--- config.mk ---
export PLATFORM = sky130hd
export DESIGN_NAME = sign_flag_reg
export DESIGN_NICKNAME = d
export VERILOG_FILES = /design/src/rtl/sign_flag_pkg.sv /design/src/rtl/sign_classifier.sv /design/src/rtl/strobe_tracker.sv /design/src/rtl/flag_machine.sv /design/src/rtl/sign_flag_reg.sv
export SDC_FILE = /design/constraint.sdc
export NUM_CORES = 1
export LEC_CHECK = 0
export ABC_AREA = 0
export BUFFER_PORTS_ARGS = -buffer_cell sky130_fd_sc_hd__buf_2
export CAP_MARGIN = 20
export CORE_AREA = 3 3 40 42
export CTS_BUF_LIST = sky130_fd_sc_hd__clkbuf_8
export CTS_CLUSTER_SIZE = 10
export DETAILED_ROUTE_END_ITERATION = 12
export DIE_AREA = 0 0 43 45
export GPL_TIMING_DRIVEN = 1
export HOLD_SLACK_MARGIN = 0.15
export PLACE_DENSITY = 0.53
export SYNTH_ARGS = -nofsm -noshare
export SYNTH_HDL_FRONTEND = slang
export SYNTH_SLANG_ARGS = --single-unit
--- constraint.sdc ---
create_clock -name clk -period 1.8 [get_ports clk]
set_input_delay 0.27 -clock clk [delete_from_list [all_inputs] [get_ports clk]]
set_output_delay 0.27 -clock clk [all_outputs]
set_load 0.02 [all_outputs]
--- src/rtl/sign_flag_pkg.sv ---
package sign_flag_pkg;

    // Class of the operand as produced by the classifier.
    typedef enum logic [1:0] {
        CLS_NEG  = 2'd0,
        CLS_ZERO = 2'd1,
        CLS_POS  = 2'd2
    } op_class_e;

    // Strobe tracker states.
    typedef enum logic {
        SS_ARMED   = 1'b0,
        SS_BLOCKED = 1'b1
    } stb_state_e;

    // Flag machine states.
    typedef enum logic [1:0] {
        FS_CLEAR = 2'd0,
        FS_NEG   = 2'd1,
        FS_ZERO  = 2'd2,
        FS_POS   = 2'd3
    } flag_state_e;

endpackage

--- src/rtl/sign_classifier.sv ---
module sign_classifier
    import sign_flag_pkg::*;
#(
    parameter int OP_W  = 32,
    parameter int SEG_W = 8
) (
    input  logic [OP_W-1:0] value,
    output op_class_e       op_class
);

    localparam int LOW_W = OP_W - 1;
    localparam int NSEG  = (LOW_W + SEG_W - 1) / SEG_W;
    localparam int PAD_W = NSEG * SEG_W;

    logic [PAD_W-1:0] low_padded;
    logic [NSEG-1:0]  seg_any;
    logic             low_any;

    always_comb begin
        low_padded             = '0;
        low_padded[LOW_W-1:0]  = value[LOW_W-1:0];
    end

    // Segmented OR tree over the magnitude bits.
    for (genvar g = 0; g < NSEG; g++) begin : g_seg
        assign seg_any[g] = |low_padded[g*SEG_W +: SEG_W];
    end

    assign low_any = |seg_any;

    always_comb begin
        if (value[OP_W-1]) begin
            op_class = CLS_NEG;
        end else if (low_any) begin
            op_class = CLS_POS;
        end else begin
            op_class = CLS_ZERO;
        end
    end

endmodule

--- src/rtl/strobe_tracker.sv ---
module strobe_tracker
    import sign_flag_pkg::*;
(
    input  logic clk,
    input  logic rst,
    input  logic stb,
    output logic rise
);

    stb_state_e state_q, state_d;

    always_ff @(posedge clk) begin
        if (rst) begin
            state_q <= SS_BLOCKED;
        end else begin
            state_q <= state_d;
        end
    end

    always_comb begin
        state_d = state_q;
        rise    = 1'b0;
        unique case (state_q)
            SS_ARMED: begin
                if (stb) begin
                    state_d = SS_BLOCKED;
                    rise    = 1'b1;
                end
            end
            SS_BLOCKED: begin
                if (!stb) begin
                    state_d = SS_ARMED;
                end
            end
        endcase
    end

endmodule

--- src/rtl/flag_machine.sv ---
module flag_machine
    import sign_flag_pkg::*;
(
    input  logic      clk,
    input  logic      rst,
    input  logic      load,
    input  op_class_e op_class,
    output logic      n_out,
    output logic      z_out,
    output logic      p_out
);

    flag_state_e state_q, state_d;

    always_comb begin
        state_d = state_q;
        if (load) begin
            unique case (op_class)
                CLS_NEG:  state_d = FS_NEG;
                CLS_ZERO: state_d = FS_ZERO;
                CLS_POS:  state_d = FS_POS;
                default:  state_d = state_q;
            endcase
        end
    end

    always_ff @(posedge clk) begin
        if (rst) begin
            state_q <= FS_CLEAR;
        end else begin
            state_q <= state_d;
        end
    end

    always_comb begin
        n_out = 1'b0;
        z_out = 1'b0;
        p_out = 1'b0;
        unique case (state_q)
            FS_CLEAR: ;
            FS_NEG:   n_out = 1'b1;
            FS_ZERO:  z_out = 1'b1;
            FS_POS:   p_out = 1'b1;
        endcase
    end

endmodule

--- src/rtl/sign_flag_reg.sv ---
module sign_flag_reg
    import sign_flag_pkg::*;
#(
    parameter int OP_W  = 32,
    parameter int SEG_W = 8
) (
    input  logic            clk,
    input  logic            rst,
    input  logic [OP_W-1:0] operand,
    input  logic            load_stb,
    output logic            flag_n,
    output logic            flag_z,
    output logic            flag_p
);

    op_class_e cls;
    logic      rise;

    sign_classifier #(
        .OP_W  (OP_W),
        .SEG_W (SEG_W)
    ) u_cls (
        .value    (operand),
        .op_class (cls)
    );

    strobe_tracker u_stb (
        .clk  (clk),
        .rst  (rst),
        .stb  (load_stb),
        .rise (rise)
    );

    flag_machine u_flags (
        .clk      (clk),
        .rst      (rst),
        .load     (rise),
        .op_class (cls),
        .n_out    (flag_n),
        .z_out    (flag_z),
        .p_out    (flag_p)
    );

endmodule

==> results of run 1 <==
[state kept, by name (all words and copies together), names as in the netlist]
signal,count
u_stb.state_q,1
u_flags.state_q,2
[worst max-delay path: cells and delay by family]
kind	cells	cell delay, ns
multiplexers	1	0.18
adder cells (fa/ha/maj)	1	0.19
buffers and inverters	2	0.25
AND/OR/NAND/NOR	6	0.88
[placed cells by master (no fill, tap or decap)]
| cell | instances |
|---|---|
| nand4_1 | 2 |
| nor2_1 | 4 |
| nor3b_1 | 1 |
| inv_1 | 1 |
| ha_1 | 1 |
| clkbuf_8 | 3 |
| buf_4 | 4 |
| nor4_1 | 4 |
| and2_1 | 1 |
| nor4_2 | 3 |
| dfxtp_1 | 3 |
| nor3_2 | 1 |
| nor2b_1 | 2 |
| nor3_1 | 1 |
| or2_2 | 1 |
| a211oi_1 | 1 |
| buf_2 | 37 |
| mux2i_1 | 1 |
[repair_timing]
action                                  CTS  global route
gates resized for setup                   0             2
endpoints found under the setup margin    0             2
hold buffers                              0             0
[kinds of logic (layout without fill, tap and decap cells)]
group | count (synthesis) | in the layout | share of synthesized area
flops | 3 | 3 | 0.279
buf+inv | 0 | 45 | 0
fa+ha+maj | 1 | 1 | 0.0581
compound gates | 1 | 1 | 0.0349
simple gates | 20 | 20 | 0.581
mux | 1 | 1 | 0.0465
[final cells by class]
cell class | instances | area, um^2
fill | 138 | 778
timing repair buffer | 41 | 215
multi-input combinational | 23 | 168
sequential | 3 | 60.1
clock buffer | 3 | 41.3
tap | 15 | 18.8
clock inverter | 1 | 3.75
[per-layer routing]
metal  up-vias  global-route usage
li1        192                   -
met1       150              0.0887
met2        28               0.114
met3         0              0.0558
met4         0              0.0181
met5         -                   0
[power groups by stage]
stage / Clock, uW / Combinational, uW / Sequential [uW]
final: 187 / 57.0 / 72.2
after global routing: 202 / 63.9 / 72.4
after CTS: 191 / 55.5 / 72.2
after detailed placement: 0 / 55.2 / 73.1
after global placement: 0 / 54.1 / 73.0
after floorplan: 0 / 13.7 / 72.5
[metrics by stage]
step	instances	worst slack, ns	util	hold WS (ns)	power, uW
3_3_place_gp	82	-0.0590	0.350	0.472	127
3_5_place_dp	82	-0.0959	0.350	0.469	128
2_1_floorplan	26	0.0876	-	0.342	86.2
6_report	86	0.140	0.394	0.250	316
4_1_cts	86	0.114	0.385	0.250	319
5_1_grt	86	0.0383	0.394	0.254	338
[worst min-delay path by stage]
stage	start	endpoint	slack (ns)	cells after the start
detailed placement	rst	u_flags.state_q[1]	0.47	2
CTS	rst	u_flags.state_q[1]	0.25	2
global route	rst	u_flags.state_q[1]	0.25	2
global placement	rst	u_flags.state_q[1]	0.47	2
floorplan	rst	u_flags.state_q[1]	0.34	1
finish	rst	u_flags.state_q[0]	0.25	2
==> reports/summary.md, run 1 <==
The last weighted congestion value of the routability-driven placer came out at 0.616. After detailed routing, the number of remaining DRC violations is 0. The run gives 0 as the number of warnings issued by yosys. The tree is rooted in a clkbuf_8. Fraction of power spent switching nets: 0.206. The die is 45 um tall.

Of all cell types, the one taking the most synthesized area is dfxtp_1. The run gives 0.0765 as the global-route usage over all layers. At the worst endpoint, the required time is 1.90 ns.

Dividing the detail-routed wire length by the instance count gives 8.92 um. The power share of the combinational group was 0.180; the clock buffer count from CTS was 3. The port buffer count works out to 37. The slew at the pin closest to its max-slew limit works out to 0.244 ns.

The number of failing setup endpoints in the final timing report was 0. The clock network power share was 0.591; the average vias per placed instance was 4.30. Setup repair after global routing left no endpoint under its margin. VDD sags by at most 0.000314 V. The final clock period utilization by the worst path came out at 0.922. The number of global-route vias before repair is 279, and the number of cell rows is 13. The later pin in the worst-skew pair is clocked with a latency of 0.21 ns.

In this run, synthesis produced a sequential element count of 3. The die boundary width is 43 um. The run finished with clean final reports. Max-cap violations in this run came to 0. In this run the worst hold path is classified as in2reg. STA puts the critical path data arrival time at 1.76 ns. Worst setup path endpoint: u_flags.state_q[1]. For the number of nets in the synthesized netlist, the log shows 62. Counting every sink on the clock net gives 3.

The run gives 26 as the count of mapped cells out of synthesis. Summed over all nets, wire length on met2 after detailed routing comes to 322 um. Number of buffers between clock root and the deepest sink: 2. Ranked by total cell area, the synthesized netlist is headed by dfxtp_1 (28%), nor4_1 (17%), nor2_1 (7.0%), ha_1 (5.8%), nand4_1 (5.8%). Summed over all layers, the global routing overflow is 0.

The leakage power total was 0.000257 uW; the largest net degree at the start of global routing was 5. The share of synthesized registers carrying an async set or reset works out to 0. The signal on the critical path passes through buf_2 > nor4_1 > nand4_1 > nor2_1 > nor2_1 > ha_1 > nor3b_1 > buf_4 > mux2i_1 > nor2_1.

The routed design uses 150 um of met3 wire. TritonCTS built the clock tree. STA classifies the critical path endpoint as a register. The netlist uses 14 different library cells.

The number of max-slew violations in the final report is 0. The top cell type's share of synthesized area came out at 0.279. The source of the critical timing path was operand[9].

Sorting the synthesized cells by how often they occur yields nor4_1 (6), nor2_1 (4), dfxtp_1 (3). For the number of levels in the clock H-tree, the log shows 1. The startpoint identified for the worst register-to-register timing path is u_stb.state_q. The floorplan step defined a die boundary enclosing 1940 um^2.

The part of the power in registers was 0.229. Of all nets on the critical path, the largest fanout is 3. Final count of hold timing violations: 0. The cell repeated most along the worst path was nor2_1. The tools report the relative slew slack as 0.836.

After legalization and detailed placement, the total HPWL measured 695 um. After detailed routing, the wire length on met1 is 294 um. The highest layer touched by signal routing is met3. On the worst path, the slowest cell contributes a delay of 0.28 ns. Detailed-route via count: 370. The power density relative to cell area is 624 nW/um^2.

Type of the setup path with the least slack: in2reg. The repair_antennas step left the layout with diodes totalling 0. The area of the core region was 1280 um^2; the cell internal power dissipation was 251 uW. The slowest stage of the critical path belongs to the cell nor4_1. The remaining antenna violation count after routing is 0. The final critical-path required period is 1.66 ns, and the setup skew after layout is 0.00243 ns. The most repeated cell in the gate-level netlist after synthesis was nor4_1. The area growth from synthesis to layout is 135%. Wire length of the first global-routing pass: 1.09 mm. Setup total negative slack on the finished layout was measured at 0 ns.

The tools report the launching element type of the critical path as an input port. The most used flip-flop cell after synthesis was dfxtp_1. The endpoint identified for the worst register-to-register timing path is u_flags.state_q[1]. The share of synthesized area occupied by flip-flops and latches is 0.279. Summing all non-filler instances in the final layout gives an area of 507 um^2. The length of the first detailed-routing pass in iterations was 4. The clock-pin slew reported for the worst setup and hold paths after clock tree synthesis works out to 0.03 ns.

The tools report the number of design-rule violations left by the first detailed-router iteration as 4. After detailed placement, the total cell area comes to 449 um^2. The logs give 38 for the I/O pin total and 767 um for the total routed wirelength. After clock tree synthesis, the setup repair step added 0 buffers.

The netlist area before placement was 215 um^2. At the end of the flow, the number of nets in the layout was 108. Yosys mapped a number of flops with a built-in enable equal to 0. The worst register-to-register path has a depth of 4. The tools report the initial core utilization as 0.167. The worst register-to-register path has a setup slack of 0.82 ns. The number of antenna violations at the first check in global routing was 0; the fraction of layout instances using a drive strength above 1 was 0.690. After synthesis, the mean cell area works out to 8.28 um^2.

Derived from the worst setup path, the maximum achievable clock frequency is 0.602 GHz. In this run the power spent charging and discharging nets is 65.2 uW.
Note: power is estimated with default switching activity, not from simulation.
==> inputs of run 2 (changes only) <==
PLACE_DENSITY = default   (was 0.53)
==> run 2 against run 1 <==
Against the previous run: utilization is the same; non-clock buffer count unchanged; first-iteration DRC count decreased by 50%; critical path depth unchanged.
==> reports/summary.md, run 2 (synthesis gave the netlist of run 1 again) <==
The run finished with clean final reports. The run gives 1.71 ns as the worst path arrival time. Clock-pin slew was measured on the worst setup and hold paths at 0.03 ns. The die span in y works out to 45 um. In the final layout, the registers with the most flip-flops are u_flags.state_q: 2 flops, u_stb.state_q: 1 flops.

At the end of the flow, the number of nets in the layout was 108. The relative slew slack is 0.837. The most frequent standard cell in the layout excluding fill and tap cells is buf_2.

Hold path depth: 2. The tool flagged a number of max-cap violations equal to 0. Traced cell by cell, the critical path runs through buf_2 > nor4_1 > nand4_1 > nor2_1 > nor2_1 > ha_1 > nor3b_1 > buf_4 > mux2i_1 > nor2_1. The die covers 1940 um^2. The area used by multi-input combinational logic is 168 um^2. Summing over every cut layer, the via total after detailed routing is 364.

The run gives 331 as the number of global-route vias before repair. The origin of the worst min-delay path is rst. The slew at the pin closest to its max-slew limit is 0.243 ns.

The launching element type of the critical path is an input port. On the critical path the largest part of the delay comes from simple AND/OR/NAND/NOR gates. After detailed routing, the average wire length per cell comes to 9.05 um. CTS saw 3 sinks.

The startpoint identified for the worst register-to-register timing path is u_stb.state_q. Number of antenna violations at the first check in global routing: 0. The path with the worst hold slack has its endpoint at u_flags.state_q[1].

The tools report the kind of capture point of the worst setup path as a register. Counting I/O delays and the setup requirement, the final critical path takes 1.60 ns. The core region is 1280 um^2. Among all stages on the critical path, the largest delay is contributed by nor4_1.

The library cells used most frequently in the layout, excluding fill and tap cells, are buf_2 (37), nor4_1 (4), nor2_1 (4), buf_4 (4). The largest net degree at the start of global routing was 5; the wire length of the first global-routing pass was 1.32 mm. The antenna cell count was 0; the length in cells of the worst reg-to-reg path was 4. OpenSTA, run right after detailed placement, puts the worst setup slack at -0.0861 ns.

The first detailed-routing pass ran for 3 iterations. For this block, the routed nets add up to 778 um of wire. The tools report the initial core utilization as 0.167. The number of levels in the clock H-tree was 1. The type of the setup path with the least slack was in2reg.

The fraction of layout instances using a drive strength above 1 was 0.690; the setup skew after layout was 0.000213 ns. For this run, the slowest stage of the critical path takes 0.28 ns. Clock root buffer: clkbuf_8. Summed over all layers, the global routing overflow is 0.

The maximum resistive drop on vdd is 0.000216 V, and the power density relative to cell area is 624 nW/um^2. For the setup TNS, the log shows 0 ns. Ranked by flip-flop count, first place goes to u_flags.state_q. Compared with the post-synthesis result, the final layout area differs by 135%. The number of max-slew violations in the final report is 0, and the register-to-register setup slack is 0.88 ns.

Once detail routing completed, the nets flagged for antenna violations numbered 0. During I/O placement, the number of pins put on the boundary was 38. For the sequential standard cell area, the log shows 60.1 um^2. The tools report the worst reg2reg path endpoint as u_flags.state_q[1].

The logs give 0 for the number of failing setup endpoints in the final timing report and 2 for the number of design-rule violations left by the first detailed-router iteration. The worst setup margin is 0.197 ns. Of all nets on the critical path, the largest fanout is 3. For the last weighted congestion value of the routability-driven placer, the log shows 0.583. TritonCTS built the clock tree. The finished cells cover 507 um^2. Setup repair after global routing left no endpoint under its margin.

The critical path contains buffers and inverters numbering 2 combined. Row generation in the floorplan step produced 13 rows. The register with the most flip-flops in the layout has 2 of them.

The DRC violation count after routing was 0; the post-place instance area was 449 um^2. The die boundary width came out at 43 um. The cell that appears most often on the critical path is nor2_1. The count of buffers added on input and output ports is 37. The worst hold path belongs to the class in2reg. The logs give 1.90 ns for the critical path required time and 136 for the fill cell instance count of the final layout.

The achievable frequency was 0.624 GHz. The logs give 0.394 for the final cell utilization of the core and 0.000257 uW for the leakage power total. Clock latency on the worst-skew pair, taken at its later pin, is 0.21 ns. The average vias per placed instance came out at 4.23. Global-route usage over all layers: 0.0898. The count of hold-fix buffers inserted at cts is 0, and the clock buffer count from CTS is 3. The number of buffers between clock root and the deepest sink was 2; the final clock period utilization by the worst path was 0.890.

The tools report the final count of hold timing violations as 0.
==> run 2: how the worst max path moves through the flow <==
stage | from | depth (start not counted) | endpoint | slack, ns
final | operand[27] | 10 | u_flags.state_q[1] | 0.20
after global placement | operand[10] | 10 | u_flags.state_q[1] | -0.06
after floorplan | operand[18] | 8 | u_flags.state_q[1] | 0.09
after detailed placement | operand[10] | 10 | u_flags.state_q[1] | -0.09
after global routing | operand[27] | 10 | u_flags.state_q[1] | 0.004
after CTS | operand[10] | 10 | u_flags.state_q[1] | 0.13
==> run 2: power breakdown <==
part	switching [uW]	internal, uW	total [uW]	leakage [uW]
combinational	21.1	35.7	56.8	0.000206
sequential	1.88	70.2	72.1	0.0000247
clock	42.4	145	187	0.0000269
total	65.4	251	316	0.000257
==> run 2: cell type report <==
type,count,share of cell area
flip-flops and latches,3,0.119
multi-input cells,23,0.331
clock inverters,1,0.00741
clock buffers,3,0.0815
repair buffers,41,0.425
well taps,15,0.0370
==> run 2: through the flow <==
step           hold WS (ns)  instances  power (uW)
3_3_place_gp          0.467         82         127
4_1_cts               0.248         86         319
5_1_grt               0.256         86         338
3_5_place_dp          0.466         82         128
6_report              0.250         86         316
2_1_floorplan         0.342         26        86.2
==> run 2: layer usage <==
layer  GRT usage  up-vias  routed length, um
li1            -      193                  -
met1       0.103      143                285
met2       0.147       28                355
met3      0.0279        0                138
met4      0.0542        0                  0
met5           0        -                  0
==> run 2: repair_timing <==
action                                  4_1_cts  5_1_grt
endpoints found under the setup margin        0        2
resized for setup                             0        2
endpoints found under the hold margin         0        0
setup buffers                                 0        0
==> run 2: worst reg2reg max path: stages, from the launching register on <==
cell and delay, ns:
dfxtp_1 0.29, nor3b_1 0.17, buf_4 0.15, mux2i_1 0.17
nor2_1 0.05
==> inputs of run 3 (changes only) <==
ABC_AREA = 1   (was 0)
==> run 3 against run 2 <==
Against the previous run: maximum frequency up 18%; sequential power up 0.8%; worst setup slack better by 0.24 ns; wire length up 6.0%; critical path type unchanged; critical endpoint is now u_flags.state_q[0]; largest cell class is now multi-input combinational cells.
==> reports/summary.md, run 3 <==
The run finished with clean final reports. The antenna cell count was 0; the detailed-route via count was 438. For the power share of the combinational group, the log shows 0.190.

In the post-synthesis netlist, the biggest area contributors are nor2_1 (33%), dfxtp_1 (22%), nand2_1 (18%), inv_1 (9.6%), ha_1 (4.6%). The tools report the global-route met2 utilization as 0.141. Most used flip-flop cell after synthesis: dfxtp_1. Cell type contributing the most total cell area after synthesis: nor2_1. The most repeated cell in the gate-level netlist after synthesis is nor2_1.

For the unique cell type count in the Yosys netlist, the log shows 11. The average vias per placed instance is 3.98, and the clock latency reported for the late side of the worst-skew pair is 0.22 ns. The clock drives 3 sinks. The global-route usage over all layers was 0.0973. Power density relative to cell area: 623 nW/um^2. The global routing met3 resource utilization came out at 0.0478. The most critical setup path has its startpoint at operand[29]. Clock tree synthesis inserted a total of 3 buffers. The worst path arrival time is 1.48 ns, and the flip-flop and latch count after synthesis is 3. The top cell type's share of synthesized area was 0.330; the length of the first detailed-routing pass in iterations was 4.

The tools report the setup skew after layout as 0.00271 ns. In this run, the number of DRC markers left after iteration 0 of detailed routing was 4. Final cell utilization of the core: 0.406. More flip-flops sit in one register than any other, and that register is u_flags.state_q.

Number of global-route vias before repair: 365. The number of max-slew violations in the final report is 0. The final count of hold timing violations was 0; the number of levels in the clock H-tree was 1. Once the clock tree was built, the resizer swapped 0 gates to a different size. The fraction of power spent switching nets is 0.223. Clock root buffer: clkbuf_8. The maximum net fanout on the critical path works out to 4.

Dividing the detail-routed wire length by the instance count gives 7.50 um. The core region is 1280 um^2. Total power draw: 325 uW. The tools report the number of failing setup endpoints in the final timing report as 0.

Counting cells, the worst reg-to-reg path comes to 6. The critical path is of the in2reg type. The layer with the highest usage after global routing was met2. The run gives 132 as the final net count. The worst hold slack after final layout was 0.259 ns; the number of antenna violations at the first check in global routing was 0.

The share of synthesized registers carrying an async set or reset is 0. The worst register-to-register path has a setup slack of 1.01 ns. The run gives 186 um^2 as the area used by multi-input combinational logic.

The die span in y came out at 45 um. The tools report the part of the power in registers as 0.224. The commonest cells after synthesis are nor2_1 (24), nand2_1 (13), inv_1 (7).

Leaving out fill and tap cells, the most frequent cell in the layout is buf_2. Counting the fill cells in the layout gives 155. In this run the most critical hold path is launched from rst.

In the final layout, flip-flops and latches occupy 60.1 um^2. The top cell types in the final layout, fill and taps aside, are buf_2 (37), nor2_1 (24), nand2_1 (13), inv_1 (8). The number of cell rows was 13; the met1 capacity usage during global routing was 0.0959.

Across the VDD grid, the largest voltage drop is 0.000223 V. After detailed routing, the number of remaining DRC violations is 0. The largest net degree at the start of global routing is 5. Type of the worst min-delay path: in2reg. The initial core utilization is 0.212, and the hold path depth is 2. The tools report the number of nets in the synthesized netlist as 90. STA puts the critical path data required time at 1.92 ns.

The average instance area after synthesis was 5.05 um^2. The tools report the kind of capture point of the worst setup path as a register. The detail route stage leaves a number of antenna-violating nets equal to 0. Setup repair after global routing left no endpoint under its margin.

The tools report the launching element type of the critical path as an input port. Hold repair after CTS inserted 0 buffers. The clock network power share is 0.587. The netlist area before placement is 273 um^2, and the setup TNS is 0 ns. TritonCTS built the clock tree. The floorplan step defined a die boundary enclosing 1940 um^2. The fraction of layout instances using a drive strength above 1 is 0.442.

At the pin with the least slew margin, the transition time is 0.186 ns. Buffers placed on the I/O ports in this run total 37. At the end of routability-driven placement, the weighted congestion stood at 0.675. The run gives 0 as the number of max-capacitance violations reported. The flip-flop count of the largest register, all copies and words added was 2; the final clock period utilization by the worst path was 0.758. For hold timing, the worst endpoint is u_flags.state_q[1].

The first global-routing pass estimated 1.28 mm of wire. The smallest clock period supported by the final layout is computed as 1.36 ns. The I/O pin total came out at 38.

The detailed placement HPWL was 722 um; the share of synthesized area occupied by flip-flops and latches was 0.220. The worst register-to-register path begins at u_stb.state_q. The achievable frequency is 0.733 GHz. Measured along the x axis, the die boundary spans 43 um. The tools report the relative slew slack as 0.875. For the aggregate global routing overflow, the log shows 0. Counting every instance in the synthesized netlist gives 54. Counting flops with a built-in enable in the synthesized netlist gives 0. The number of warnings issued by yosys is 0, and the clock-pin slew reported for the worst setup and hold paths after clock tree synthesis is 0.03 ns. The worst reg2reg path endpoint was u_flags.state_q[0]. The area growth from synthesis to layout was 91.3%; the post-CTS setup buffer count was 0. The total routed wirelength came out at 825 um. Summed over all nets, the switching power comes to 72.6 uW. The largest registers in the layout are u_flags.state_q: 2 flops, u_stb.state_q: 1 flops. In this run the static leakage power is 0.000313 uW. The longest clock path from root to sink contains 2 buffers. Internal power comes to 252 uW.
[run 3: cell count changes in the layout (fill, tap and decap cells not counted), moves of 2 or more]
| cell | change |
|---|---|
| nor4_2 | -3 |
| nand4_1 | -2 |
| nor4_1 | -4 |
| nor2b_1 | -2 |
| nor2_1 | +20 |
| inv_1 | +7 |
| buf_4 | -4 |
| nand2_1 | +13 |
[run 3: cell type report]
| type | instances | share of cell area |
|---|---|---|
| Multi-Input combinational cell | 44 | 0.357 |
| Timing Repair Buffer | 37 | 0.355 |
| Sequential cell | 3 | 0.115 |
| Clock buffer | 3 | 0.0791 |
| Inverter | 7 | 0.0504 |
| Tap cell | 15 | 0.0360 |
| Clock inverter | 1 | 0.00719 |
[run 3: worst max-delay path by stage]
stage | end | slack [ns] | cells after the start
2_1_floorplan | u_flags.state_q[0] | 0.42 | 13
3_3_place_gp | u_flags.state_q[0] | 0.20 | 14
3_5_place_dp | u_flags.state_q[0] | 0.19 | 14
4_1_cts | u_flags.state_q[0] | 0.42 | 14
5_1_grt | u_flags.state_q[0] | 0.25 | 14
6_report | u_flags.state_q[0] | 0.44 | 14
[run 3: per-layer routing]
| layer | vias to the layer above | wire [um] |
|---|---|---|
| met5 | - | 0 |
| met4 | 0 | 40 |
| met3 | 4 | 115 |
| met2 | 29 | 352 |
| met1 | 162 | 317 |
| li1 | 243 | - |
[run 3: stage by stage]
| step | cells | setup WS (ns) | area, um^2 |
|---|---|---|---|
| floorplan | 54 | 0.421 | 273 |
| global placement | 106 | 0.201 | 477 |
| detailed placement | 106 | 0.190 | 477 |
| CTS | 110 | 0.416 | 522 |
| global route | 110 | 0.254 | 522 |
| finish | 110 | 0.436 | 522 |
[run 3: power groups by stage]
stage                     clock network (uW)  registers, uW  logic (uW)
after global routing                     206           73.1        70.9
after CTS                                199           72.7        62.4
after detailed placement                   0           73.6        62.1
final                                    191           72.7        61.7
after floorplan                            0           73.0        22.0
after global placement                     0           73.4        61.3
[run 3: cells by family after synthesis]
family,count (synthesis),synth area share
adders and majority gates,1,0.0459
DFF,3,0.220
and+or+nand+nor,41,0.592
buffers and inverters,7,0.0963
AOI/OAI and AO/OA,2,0.0459
[run 3: worst max-delay path, cell delays in order]
cell and delay [ns]:
buf_2 0.09, nor2_1 0.10, nand2_1 0.05, nor2_1 0.09, nand2_1 0.09, nor2_2 0.13, nor2_1 0.05, ha_1 0.19
nor2_1 0.09, nand2_1 0.10, inv_1 0.07, nand3_1 0.07, nand2_1 0.06, inv_1 0.03
